### config.mk
export PLATFORM = sky130hd
export DESIGN_NAME = divset_pingpong_regs
export DESIGN_NICKNAME = d
export VERILOG_FILES = /design/src/rtl/dreg_pkg.sv /design/src/rtl/dreg_strobe_edge.sv /design/src/rtl/dreg_div_bank.sv /design/src/rtl/divset_pingpong_regs.sv
export SDC_FILE = /design/constraint.sdc
export NUM_CORES = 1
export LEC_CHECK = 0
export BUFFER_PORTS_ARGS = -buffer_cell sky130_fd_sc_hd__buf_2
export CAP_MARGIN = 20
export CORE_MARGIN = 5
export CORE_UTILIZATION = 51
export CTS_BUF_LIST = sky130_fd_sc_hd__clkbuf_8
export CTS_CLUSTER_DIAMETER = 80
export DETAILED_ROUTE_END_ITERATION = 6
export PLACE_DENSITY = 0.77
export SLEW_MARGIN = 20
export SYNTH_ARGS = -nofsm -noshare
export SYNTH_HDL_FRONTEND = slang
export SYNTH_HIERARCHICAL = 1
export SYNTH_SLANG_ARGS = --single-unit
### constraint.sdc
create_clock -name clk -period 1.13 [get_ports clk]
set_input_delay 0.0565 -clock clk [delete_from_list [all_inputs] [get_ports clk]]
set_output_delay 0.0565 -clock clk [all_outputs]
set_load 0.005 [all_outputs]
### src/rtl/dreg_pkg.sv
package dreg_pkg;
    localparam int BUS_W = 8;
    localparam int M_W   = 9;
    localparam int A_W   = 4;
    localparam int HI_W  = M_W - BUS_W;
    localparam int N_STB = 5;

    // strobe index map
    localparam int IX_MLO = 0;
    localparam int IX_MHI = 1;
    localparam int IX_A   = 2;
    localparam int IX_HOP = 3;
    localparam int IX_ENH = 4;

    typedef struct packed {
        logic [M_W-1:0] m;
        logic [A_W-1:0] a;
    } div_set_t;

    typedef enum logic {
        ES_IDLE_LOW,
        ES_HELD_HIGH
    } edge_state_t;
endpackage

### src/rtl/dreg_strobe_edge.sv
module dreg_strobe_edge
    import dreg_pkg::*;
#(
    parameter int STAGES = 2
) (
    input  logic clk,
    input  logic rst_n,
    input  logic strobe_in,
    output logic rise_pulse
);
    localparam int TOP = STAGES - 1;

    logic [STAGES-1:0] sync_q;
    edge_state_t       state_q;
    edge_state_t       state_d;

    always_ff @(posedge clk) begin
        if (!rst_n) sync_q <= '0;
        else        sync_q <= {sync_q[STAGES-2:0], strobe_in};
    end

    // state register
    always_ff @(posedge clk) begin
        if (!rst_n) state_q <= ES_IDLE_LOW;
        else        state_q <= state_d;
    end

    // next state
    always_comb begin
        state_d = state_q;
        unique case (state_q)
            ES_IDLE_LOW:  if (sync_q[TOP])  state_d = ES_HELD_HIGH; // arm
            ES_HELD_HIGH: if (!sync_q[TOP]) state_d = ES_IDLE_LOW;  // release
            default:      state_d = ES_IDLE_LOW;
        endcase
    end

    // outputs
    always_comb begin
        rise_pulse = 1'b0;
        unique case (state_q)
            ES_IDLE_LOW:  rise_pulse = sync_q[TOP];
            ES_HELD_HIGH: rise_pulse = 1'b0;
            default:      rise_pulse = 1'b0;
        endcase
    end

    // one pulse per rising edge
    a_r10_one_pulse: assert property (@(posedge clk) disable iff (!rst_n)
        rise_pulse |=> !rise_pulse);
endmodule

### src/rtl/dreg_div_bank.sv
module dreg_div_bank
    import dreg_pkg::*;
(
    input  logic             clk,
    input  logic             rst_n,
    input  logic [BUS_W-1:0] wr_data,
    input  logic             wr_lo,
    input  logic             wr_hi,
    input  logic             wr_a,
    input  logic             hop,
    input  logic             sel_primary,
    output div_set_t         live_set
);
    div_set_t pri_q;
    div_set_t sec_q;

    always_ff @(posedge clk) begin
        if (!rst_n) begin
            pri_q <= '0;
            sec_q <= '0;
        end else begin
            if (wr_lo) pri_q.m[BUS_W-1:0]   <= wr_data;
            if (wr_hi) pri_q.m[M_W-1:BUS_W] <= wr_data[HI_W-1:0];
            if (wr_a)  pri_q.a              <= wr_data[A_W-1:0];
            if (hop)   sec_q                <= pri_q;  // pre-write contents
        end
    end

    always_comb live_set = sel_primary ? pri_q : sec_q;

    a_r2_low_byte: assert property (@(posedge clk) disable iff (!rst_n)
        wr_lo |=> pri_q.m[BUS_W-1:0] == $past(wr_data));
    a_r6_hop_copy: assert property (@(posedge clk) disable iff (!rst_n)
        hop |=> sec_q == $past(pri_q));
    a_r7_old_on_collision: assert property (@(posedge clk) disable iff (!rst_n)
        (hop && (wr_lo || wr_hi || wr_a)) |=> sec_q == $past(pri_q));
    a_r9_quiet_hold: assert property (@(posedge clk) disable iff (!rst_n)
        !(wr_lo || wr_hi || wr_a || hop) |=> ($stable(pri_q) && $stable(sec_q)));
endmodule

### src/rtl/divset_pingpong_regs.sv
module divset_pingpong_regs
    import dreg_pkg::*;
#(
    parameter int SYNC_STAGES = 2
) (
    input  logic             clk,
    input  logic             rst_n,
    input  logic             pgm_mode0,
    input  logic             pgm_mode1,
    input  logic [BUS_W-1:0] bus_d,
    input  logic             stb_m_lo,
    input  logic             stb_m_hi,
    input  logic             stb_a,
    input  logic             stb_hop,
    input  logic             stb_enh,
    input  logic             use_primary,
    input  logic             enh_gate_n,
    output logic [M_W-1:0]   m_ratio,
    output logic [A_W-1:0]   a_ratio,
    output logic [BUS_W-1:0] enh_ctl
);
    logic [N_STB-1:0] raw_stb;
    logic [N_STB-1:0] rise;
    logic [N_STB-1:0] wr_go;
    logic             par_mode;
    logic [BUS_W-1:0] enh_q;
    div_set_t         live_set;

    assign raw_stb = {stb_enh, stb_hop, stb_a, stb_m_hi, stb_m_lo};
    assign par_mode = !pgm_mode0 && !pgm_mode1;
    assign wr_go = rise & {N_STB{par_mode}};

    for (genvar gi = 0; gi < N_STB; gi++) begin : g_edge
        dreg_strobe_edge #(.STAGES(SYNC_STAGES)) u_edge (
            .clk        (clk),
            .rst_n      (rst_n),
            .strobe_in  (raw_stb[gi]),
            .rise_pulse (rise[gi])
        );
    end

    dreg_div_bank u_bank (
        .clk         (clk),
        .rst_n       (rst_n),
        .wr_data     (bus_d),
        .wr_lo       (wr_go[IX_MLO]),
        .wr_hi       (wr_go[IX_MHI]),
        .wr_a        (wr_go[IX_A]),
        .hop         (wr_go[IX_HOP]),
        .sel_primary (use_primary),
        .live_set    (live_set)
    );

    always_ff @(posedge clk) begin
        if (!rst_n)             enh_q <= '0;
        else if (wr_go[IX_ENH]) enh_q <= bus_d;
    end

    always_comb begin
        m_ratio = live_set.m;
        a_ratio = live_set.a;
        enh_ctl = enh_gate_n ? '0 : enh_q;
    end

    a_r9_enh_blocked: assert property (@(posedge clk) disable iff (!rst_n)
        (pgm_mode0 || pgm_mode1) |=> $stable(enh_q));
    a_r8_enh_load: assert property (@(posedge clk) disable iff (!rst_n)
        wr_go[IX_ENH] |=> enh_q == $past(bus_d));
endmodule

# Word-level counts from Yosys, hierarchy flattened
# Index checks and enable logic that the tools add are counted.
dict set report op_classes {
  muxes 12
  bitwise_logic 6
  reduce_logical 3
}
# cell n
set op_table {}
lappend op_table {{two-way mux 13 bit} 1}
lappend op_table {{case mux 1 bit (2 select lines)} 5}
lappend op_table {{two-way mux 8 bit} 1}
lappend op_table {{bitwise AND 5 bit} 1}
lappend op_table {{two-way mux 1 bit} 5}
lappend op_table {{inverter 1 bit} 5}
lappend op_table {{zero test 1 bit} 2}
lappend op_table {{logical AND 1 bit} 1}
dict set report totals {
  output_inout_bits 21
  input_bits 19
  reg_bits 49
  elab_cells 37
}

# Logic depth before layout (Yosys ltp)
# Gate-level depths: netlist (run 1).
dict set report depth {
  depth_word 3
  ltp_mapped 6
}

# By module
# Netlist (run 1), hierarchy kept.
# mod instances cells_per_inst area_per_inst_um2
set modules_own_cells {}
lappend modules_own_cells {dreg_div_bank 1 98 1191.1}
lappend modules_own_cells {dreg_strobe_edge 5 7 92.6}
lappend modules_own_cells {divset_pingpong_regs 1 49 419.2}

# Least setup slack after synthesis (run 1)
# Ideal clock, no wire load.
dict set report synth_path {
  kind {register to register}
  from {register g_edge[3].u_edge.sync_q[1]}
  to {register u_bank/sec_q[11] (netlist bit)}
  path_slack_ps 18
  arrival_time_ps 996
  path_stages_with_launch 7
  synth_period_minus_slack_ps 1112
  required_time_ps 1014
  setup_ps 116
  cell_sequence {dfxtp_1 > nor2b_4 > and2_1 > buf_6 > buf_12 > mux2i_1 > nor2b_1}
}
dict set report synth_via {
  elab_chain_len 2
}
# item line_no
set synth_rtl {}
lappend synth_rtl {{from (decl)} dreg_strobe_edge.sv:13} ;# logic [STAGES-1:0] sync_q;
lappend synth_rtl {{from (signal assigned)} dreg_strobe_edge.sv:19} ;# else sync_q <= {sync_q[STAGES-2:0], strobe_in};
lappend synth_rtl {{case mux 1 bit (2 select lines)} dreg_strobe_edge.sv:41} ;# unique case (state_q)
lappend synth_rtl {{via rise[3]} divset_pingpong_regs.sv:23} ;# logic [N_STB-1:0] rise;
lappend synth_rtl {{bitwise AND 5 bit} divset_pingpong_regs.sv:31} ;# assign wr_go = rise & {N_STB{par_mode}};
lappend synth_rtl {{via wr_go[3]} divset_pingpong_regs.sv:24} ;# logic [N_STB-1:0] wr_go;
lappend synth_rtl {{to (signal assigned)} dreg_div_bank.sv:25} ;# if (hop) sec_q <= pri_q;
lappend synth_rtl {{to (decl)} dreg_div_bank.sv:15} ;# div_set_t sec_q;
# The timed path passes the listed nets, and every way through them passes these cells.
# A chain may end at the register's enable or synchronous reset.

# Final worst setup path (run 1)
dict set report layout_path {
  from {register g_edge[3].u_edge.sync_q[1]}
  to {register u_bank/sec_q[8] (netlist bit)}
}
# The elaborated chain is that of the path after synthesis.

==> results of run 1 <==
## registers in the layout, indices dropped and copies added (netlist names)
register and cells:
g_edge.u_edge/sync_q 10, enh_q 8, u_bank/pri_q 13, g_edge.u_edge/state_q 5, u_bank/sec_q 13
## power by group through the flow
stage | clock network, mW | registers (mW) | logic [mW]
after floorplan | 0 | 1.81 | 0.119
after global placement | 0 | 1.81 | 0.197
after detailed placement | 0 | 1.81 | 0.200
after CTS | 1.01 | 1.77 | 0.218
after global routing | 1.07 | 1.78 | 0.246
final | 0.954 | 1.77 | 0.223
## final cells by class
| class | instances | area [um2] |
|---|---|---|
| well taps | 50 | 62.56 |
| flip-flops and latches | 49 | 987.2 |
| repair buffers | 54 | 381.6 |
| multi-input cells | 123 | 1017 |
| fillers | 336 | 1440 |
| clock inverters | 3 | 13.76 |
| clock buffers | 5 | 68.82 |
## stage by stage
step | utilization, % | TNS, ps | hold WS [ps] | cell area (um2) | cells
floorplan | - | 0 | 143.2 | 2073 | 182
global placement | 58.66 | 0 | 263.3 | 2330 | 268
detailed placement | 58.66 | -17.33 | 268.3 | 2330 | 268
CTS | 62.38 | 0 | 3.286 | 2477 | 282
global route | 63.74 | -394.3 | 32.37 | 2531 | 284
finish | 63.74 | 0 | 11.97 | 2531 | 284
## metal layers
| metal | track usage, % | up-vias | routed length (um) |
|---|---|---|---|
| li1 | - | 689 | - |
| met1 | 19.12 | 576 | 1757 |
| met2 | 23.03 | 29 | 1576 |
| met3 | 4.514 | 5 | 200 |
| met4 | 4.829 | 0 | 51 |
| met5 | 0 | - | 0 |
## worst min-delay path by stage
stage / start / depth (start not counted) / slack [ps] / endpoint
finish: bus_d[5] / 3 / 10 / enh_q[5]
global route: bus_d[6] / 3 / 30 / enh_q[6]
CTS: bus_d[5] / 3 / 3 / enh_q[5]
detailed placement: stb_enh / 2 / 270 / g_edge[4].u_edge/sync_q[0]
global placement: stb_a / 2 / 260 / g_edge[2].u_edge/sync_q[0]
floorplan: enh_gate_n / 1 / 140 / enh_ctl[0]
## what timing repair did
item                                    CTS  global route
hold endpoints to repair                  6             0
resized for setup                         2             9
endpoints found under the setup margin    6            34
buffers inserted                          0             1
hold buffers                              6             0
gates cloned                              0             1
## Yosys cell counts
| master | number | share of area (%) |
|---|---|---|
| dfxtp_1 | 49 | 47 |
| clkbuf_2 | 2 | 0.48 |
| mux2_2 | 3 | 1.6 |
| nor3b_2 | 1 | 0.60 |
| clkbuf_1 | 1 | 0.18 |
| nor2b_4 | 5 | 3.3 |
| nor2_1 | 1 | 0.18 |
| nor2b_1 | 34 | 10 |
| nand2_1 | 16 | 2.9 |
| and2_1 | 19 | 5.7 |
| buf_4 | 1 | 0.36 |
| buf_12 | 1 | 0.97 |
| buf_6 | 4 | 2.2 |
| mux2i_1 | 34 | 16 |
| buf_2 | 1 | 0.24 |
| mux2_4 | 10 | 7.2 |
## worst min-delay path, cell delays in order
cell	delay, ps
buf_2	110
nand2_1	50
mux2i_1	60
## kinds of logic after synthesis
family | count (synthesis) | synth area share, %
flip-flops | 49 | 47.31
AND/OR/NAND/NOR | 76 | 22.99
multiplexers | 47 | 25.29
buffers and inverters | 10 | 4.405
## placed cells by master (no fill, tap or decap), drive strengths merged
master / synthesis / final
and2: 19 / 19
nand2: 16 / 16
buf: 7 / 47
inv: 0 / 1
dlygate4sd3: 0 / 6
clkinv: 0 / 2
mux2: 13 / 13
mux2i: 34 / 34
nor2b: 39 / 39
dfxtp: 49 / 49
clkbuf: 3 / 6
nor3b: 1 / 1
nor2: 1 / 1
==> impl_metrics.env, run 1 <==
export IMPL_arrival_ps=1310
export IMPL_clockBufferDepth=2
export IMPL_gp_congestion=0.7185
export IMPL_setup_ws_ps=17.63
export IMPL_p_sw_mw=0.6442
export IMPL_path_max_fanout=6
export IMPL_finish_net_count=252
export IMPL_synth_warning_count=6
export IMPL_cts_buffers=5
export IMPL_cp_endpoint="u_bank/sec_q[8]"
export IMPL_maxSlewViolCount=0
export IMPL_root_buffer="clkbuf_8"
export IMPL_port_buffers=39
export IMPL_grt_pass1_wl_um=6099
export IMPL_num_rows=23
export IMPL_clock_fmax_mhz=899.0
export IMPL_drt_initial_drc_count=98
export IMPL_die_x_um=73.76
export IMPL_grt_overflow_total=0
export IMPL_end_kind="flop"
export IMPL_final_hold_viol_count=0
export IMPL_post_drt_wl_per_cell_um=12.62
export IMPL_vias_per_cell=4.574
export IMPL_ys_seq_area_share_pct=47.31
export IMPL_grt_total_usage_pct=14.67
export IMPL_ys_types=16
export IMPL_grt_pass1_vias=1308
export IMPL_cp_depth=5
export IMPL_rsz0062_at_grt="yes"
export IMPL_syn_to_final_growth_pct=22.09
export IMPL_synthCells=182
export IMPL_fp_dieH_um=73.76
export IMPL_crit_type="reg2reg"
export IMPL_totalWireLength_um=3585
export IMPL_antennaDiodeCount=0
export IMPL_drtAntennaViolNets=0
export IMPL_drcViolationCount=0
export IMPL_internal_power_mw=2.304
export IMPL_cts_max_level=2
export IMPL_reg2reg_slack_ps=20
export IMPL_path_clk_slew_ps=80
export IMPL_regToRegEndpoint="u_bank/sec_q[8]"
export IMPL_worst_path_max_delay_cell="dfxtp_2"
export IMPL_pwr_density_cell_nw_per_um2=1165
export IMPL_detailed_place_hpwl_um=2453
export IMPL_status="finished clean"
export IMPL_hold_class="in2reg"
export IMPL_crit_path_start_kind="flop"
export IMPL_clock_power_share_pct=32.4
export IMPL_syn_num_nets=201
export IMPL_tightest_slew_ps=272.1
export IMPL_slowest_delay_ps=330
export IMPL_grt_antenna_before_repair=0
export IMPL_worst_r2r_cell_count=5
export IMPL_cts_tree="done"
export IMPL_swShare_pct=21.85
export IMPL_timing_rr_start="g_edge[3].u_edge/sync_q[1]"
export IMPL_clk_latency_ps=300
export IMPL_vdd_drop_max_mv=0.8628
export IMPL_seqPwrFrac_pct=60.1
export IMPL_preCtsSetupSlack_ps=-17.33
export IMPL_die_area_um2=5441
export IMPL_power_mw=2.948
export IMPL_syn_cell_area_um2=2073
export IMPL_initial_core_util_pct=52.21
export IMPL_pwr_share_comb_pct=7.6
export IMPL_drive_gt1_share_pct=35.47
export IMPL_maxCapViolCount=0
export IMPL_path_cells="nor2b_4 -> and2_4 -> clkbuf_16 -> mux2i_1 -> nor2b_1"
export IMPL_syn_avg_cell_area_um2=11.39
export IMPL_ys_seq_elements=49
export IMPL_worst_path_buf_inv=1
export IMPL_clock_sinks=49
export IMPL_fin_crit_sh_pct=98.44
export IMPL_crit_required_ps=1330
export IMPL_grt_max_degree=53
export IMPL_drtPass1Iterations=4
export IMPL_max_slew_margin_pct=81.79
export IMPL_cp_top_family="simple AND/OR/NAND/NOR gates"
export IMPL_io_pins=40
export IMPL_via_count=1299
export IMPL_fin_skew_ps=7.837
export IMPL_crit_path_start="g_edge[3].u_edge/sync_q[1]"
export IMPL_finalSetupViolCount=0
export IMPL_p_leak_nw=1.033
export IMPL_core_area_um2=3971
export IMPL_post_route_min_period_ps=1112
Note: power is estimated with default switching activity, not from simulation.
==> run 2, diff against run 1 <==
--- a/config.mk
+++ b/config.mk
@@ -12,7 +12,7 @@
 export CTS_BUF_LIST = sky130_fd_sc_hd__clkbuf_8
 export CTS_CLUSTER_DIAMETER = 80
 export DETAILED_ROUTE_END_ITERATION = 6
-export PLACE_DENSITY = 0.77
+export PLACE_DENSITY = 0.85
 export SLEW_MARGIN = 20
 export SYNTH_ARGS = -nofsm -noshare
 export SYNTH_HDL_FRONTEND = slang
==> run 2 against run 1 <==
The flow now finishes with violations (setup timing). Worst hold slack got worse by 5.2 ps. Die area stayed put. Non-clock buffer count shrank 2. Via count rose by 2.8%. Clock-buffer cell count unchanged. Critical path depth unchanged. Routed wire length grew 3.2%. Flip-flop and latch count unchanged. Sequential power hardly changed. Critical endpoint is now u_bank/sec_q[12].
==> impl_metrics.env, run 2 (synthesized netlist as in run 1, its figures left out) <==
export IMPL_clock_fmax_mhz=876.3
export IMPL_grt_max_degree=41
export IMPL_status="finished, violations left"
export IMPL_finalSetupViolCount=4
export IMPL_violations="setup timing"
export IMPL_via_count=1336
export IMPL_grt_pass1_wl_um=6175
export IMPL_finish_net_count=250
export IMPL_cts_buffers=5
export IMPL_fp_dieH_um=73.76
export IMPL_path_cells="nor2b_4 -> and2_4 -> buf_12 -> mux2i_1 -> nor2b_1"
export IMPL_die_x_um=73.76
export IMPL_num_rows=23
export IMPL_final_hold_viol_count=0
export IMPL_reg_top3="u_bank/pri_q x13, u_bank/sec_q x13, g_edge.u_edge/sync_q x10"
export IMPL_port_buffers=39
export IMPL_internal_power_mw=2.288
export IMPL_arrival_ps=1330
export IMPL_root_buffer="clkbuf_8"
export IMPL_tightest_slew_ps=262.3
export IMPL_pwr_density_cell_nw_per_um2=1170
export IMPL_io_pins=40
export IMPL_clockBufferDepth=2
export IMPL_core_area_um2=3971
export IMPL_grt_pass1_vias=1355
export IMPL_p_sw_mw=0.6340
export IMPL_grt_overflow_total=0
export IMPL_gp_congestion=0.7008
export IMPL_die_area_um2=5441
export IMPL_clk_latency_ps=300
export IMPL_path_max_fanout=7
export IMPL_p_leak_nw=1.011
export IMPL_worst_path_max_delay_cell="dfxtp_2"
export IMPL_detailed_place_hpwl_um=2554
export IMPL_post_drt_wl_per_cell_um=13.21
export IMPL_initial_core_util_pct=52.21
export IMPL_clock_sinks=49
export IMPL_fin_crit_sh_pct=101.0
export IMPL_end_kind="flop"
export IMPL_layout_common_cells="47 x dfxtp_1, 39 x buf_2, 34 x nor2b_1, 34 x mux2i_1, 17 x and2_1"
export IMPL_maxSlewViolCount=0
export IMPL_hold_slack_ps=6.731
export IMPL_cp_top_family="simple AND/OR/NAND/NOR gates"
export IMPL_seqPwrFrac_pct=60.6
export IMPL_rsz0062_at_grt="yes"
export IMPL_drtPass1Iterations=4
export IMPL_fin_cells=280
export IMPL_drcViolationCount=0
export IMPL_swShare_pct=21.70
export IMPL_place_inst=268
export IMPL_path_clk_slew_ps=90
export IMPL_fin_skew_ps=10.69
export IMPL_antennaDiodeCount=0
export IMPL_drtAntennaViolNets=0
export IMPL_vias_per_cell=4.771
export IMPL_crit_required_ps=1320
export IMPL_totalWireLength_um=3699
export IMPL_pwr_share_comb_pct=7.4
export IMPL_layout_commonest_cell="dfxtp_1"
export IMPL_drive_gt1_share_pct=33.04
export IMPL_post_route_min_period_ps=1141
export IMPL_syn_to_final_growth_pct=20.46
export IMPL_grt_total_usage_pct=14.84
export IMPL_clock_power_share_pct=31.9
export IMPL_hold_class="in2reg"
export IMPL_max_slew_margin_pct=82.52
export IMPL_cts_tree="done"
export IMPL_slowest_delay_ps=340
export IMPL_nFillCells=329
export IMPL_grt_antenna_before_repair=0
export IMPL_crit_path_start_kind="flop"
export IMPL_cts_max_level=2
export IMPL_worst_path_buf_inv=1
export IMPL_crit_type="reg2reg"
export IMPL_drt_initial_drc_count=55
export IMPL_setup_ws_ps=-11.20
export IMPL_vdd_drop_max_mv=0.7499
export IMPL_maxCapViolCount=0
-- run 2: layout make-up --
class | count | area [um2] | share of cell area [%]
Timing Repair Buffer | 52 | 366.6 | 14.68
Multi-Input combinational cell | 123 | 1011 | 40.48
Clock inverter | 1 | 5.005 | 0.2004
Clock buffer | 5 | 68.82 | 2.756
Sequential cell | 49 | 983.4 | 39.38
Tap cell | 50 | 62.56 | 2.505
-- run 2: path summary, 6_finish.rpt --
| path | startpoint | endpoint | slack, ps | cells past startpoint |
|---|---|---|---|---|
| worst max-delay path | g_edge[3].u_edge/sync_q[1] | u_bank/sec_q[12] | -10 | 5 |
| worst min-delay path | bus_d[7] | enh_q[7] | 7 | 3 |
| worst max register to register | g_edge[3].u_edge/sync_q[1] | u_bank/sec_q[12] | -10 | 5 |
| worst min register to register | g_edge[0].u_edge/sync_q[0] | g_edge[0].u_edge/sync_q[1] | 430 | 1 |
-- run 2: through the flow --
step                      worst slack (ps)  power [mW]  util, %  instance area, um2  setup TNS (ps)
after CTS                           -15.82       2.943    62.60                2486          -53.56
after global routing                -98.84       3.030    62.89                2497           -1262
after floorplan                      17.79       1.927        -                2073               0
after global placement               1.873       2.005    58.66                2330               0
final                               -11.20       2.922    62.89                2497          -14.90
after detailed placement            -28.14       2.010    58.66                2330          -178.5
-- run 2: power by group through the flow --
stage	clock, mW	sequential [mW]	combinational (mW)
6_report	0.933	1.77	0.217
5_1_grt	1.02	1.78	0.239
4_1_cts	0.954	1.77	0.217
3_5_place_dp	0	1.81	0.198
3_3_place_gp	0	1.81	0.195
2_1_floorplan	0	1.81	0.119
-- run 2: layer usage --
| metal | GRT usage, % | vias to the layer above | routed length (um) |
|---|---|---|---|
| li1 | - | 687 | - |
| met1 | 18.59 | 611 | 1687 |
| met2 | 23.82 | 30 | 1750 |
| met3 | 3.010 | 8 | 179 |
| met4 | 7.847 | 0 | 80 |
| met5 | 0 | - | 0 |
-- run 2: repair_timing --
action	in CTS	in global routing
setup endpoints to repair	16	29
cloned	1	0
hold endpoints to repair	5	0
pin swaps	0	0
buffers inserted	0	0
resized for setup	4	3
hold buffers	5	0
-- run 2: tightest hold or removal path, delay by kind of cell --
kind                   cells  cell delay, ps
buffers and inverters      1             100
and+or+nand+nor            1              50
muxes                      1              50
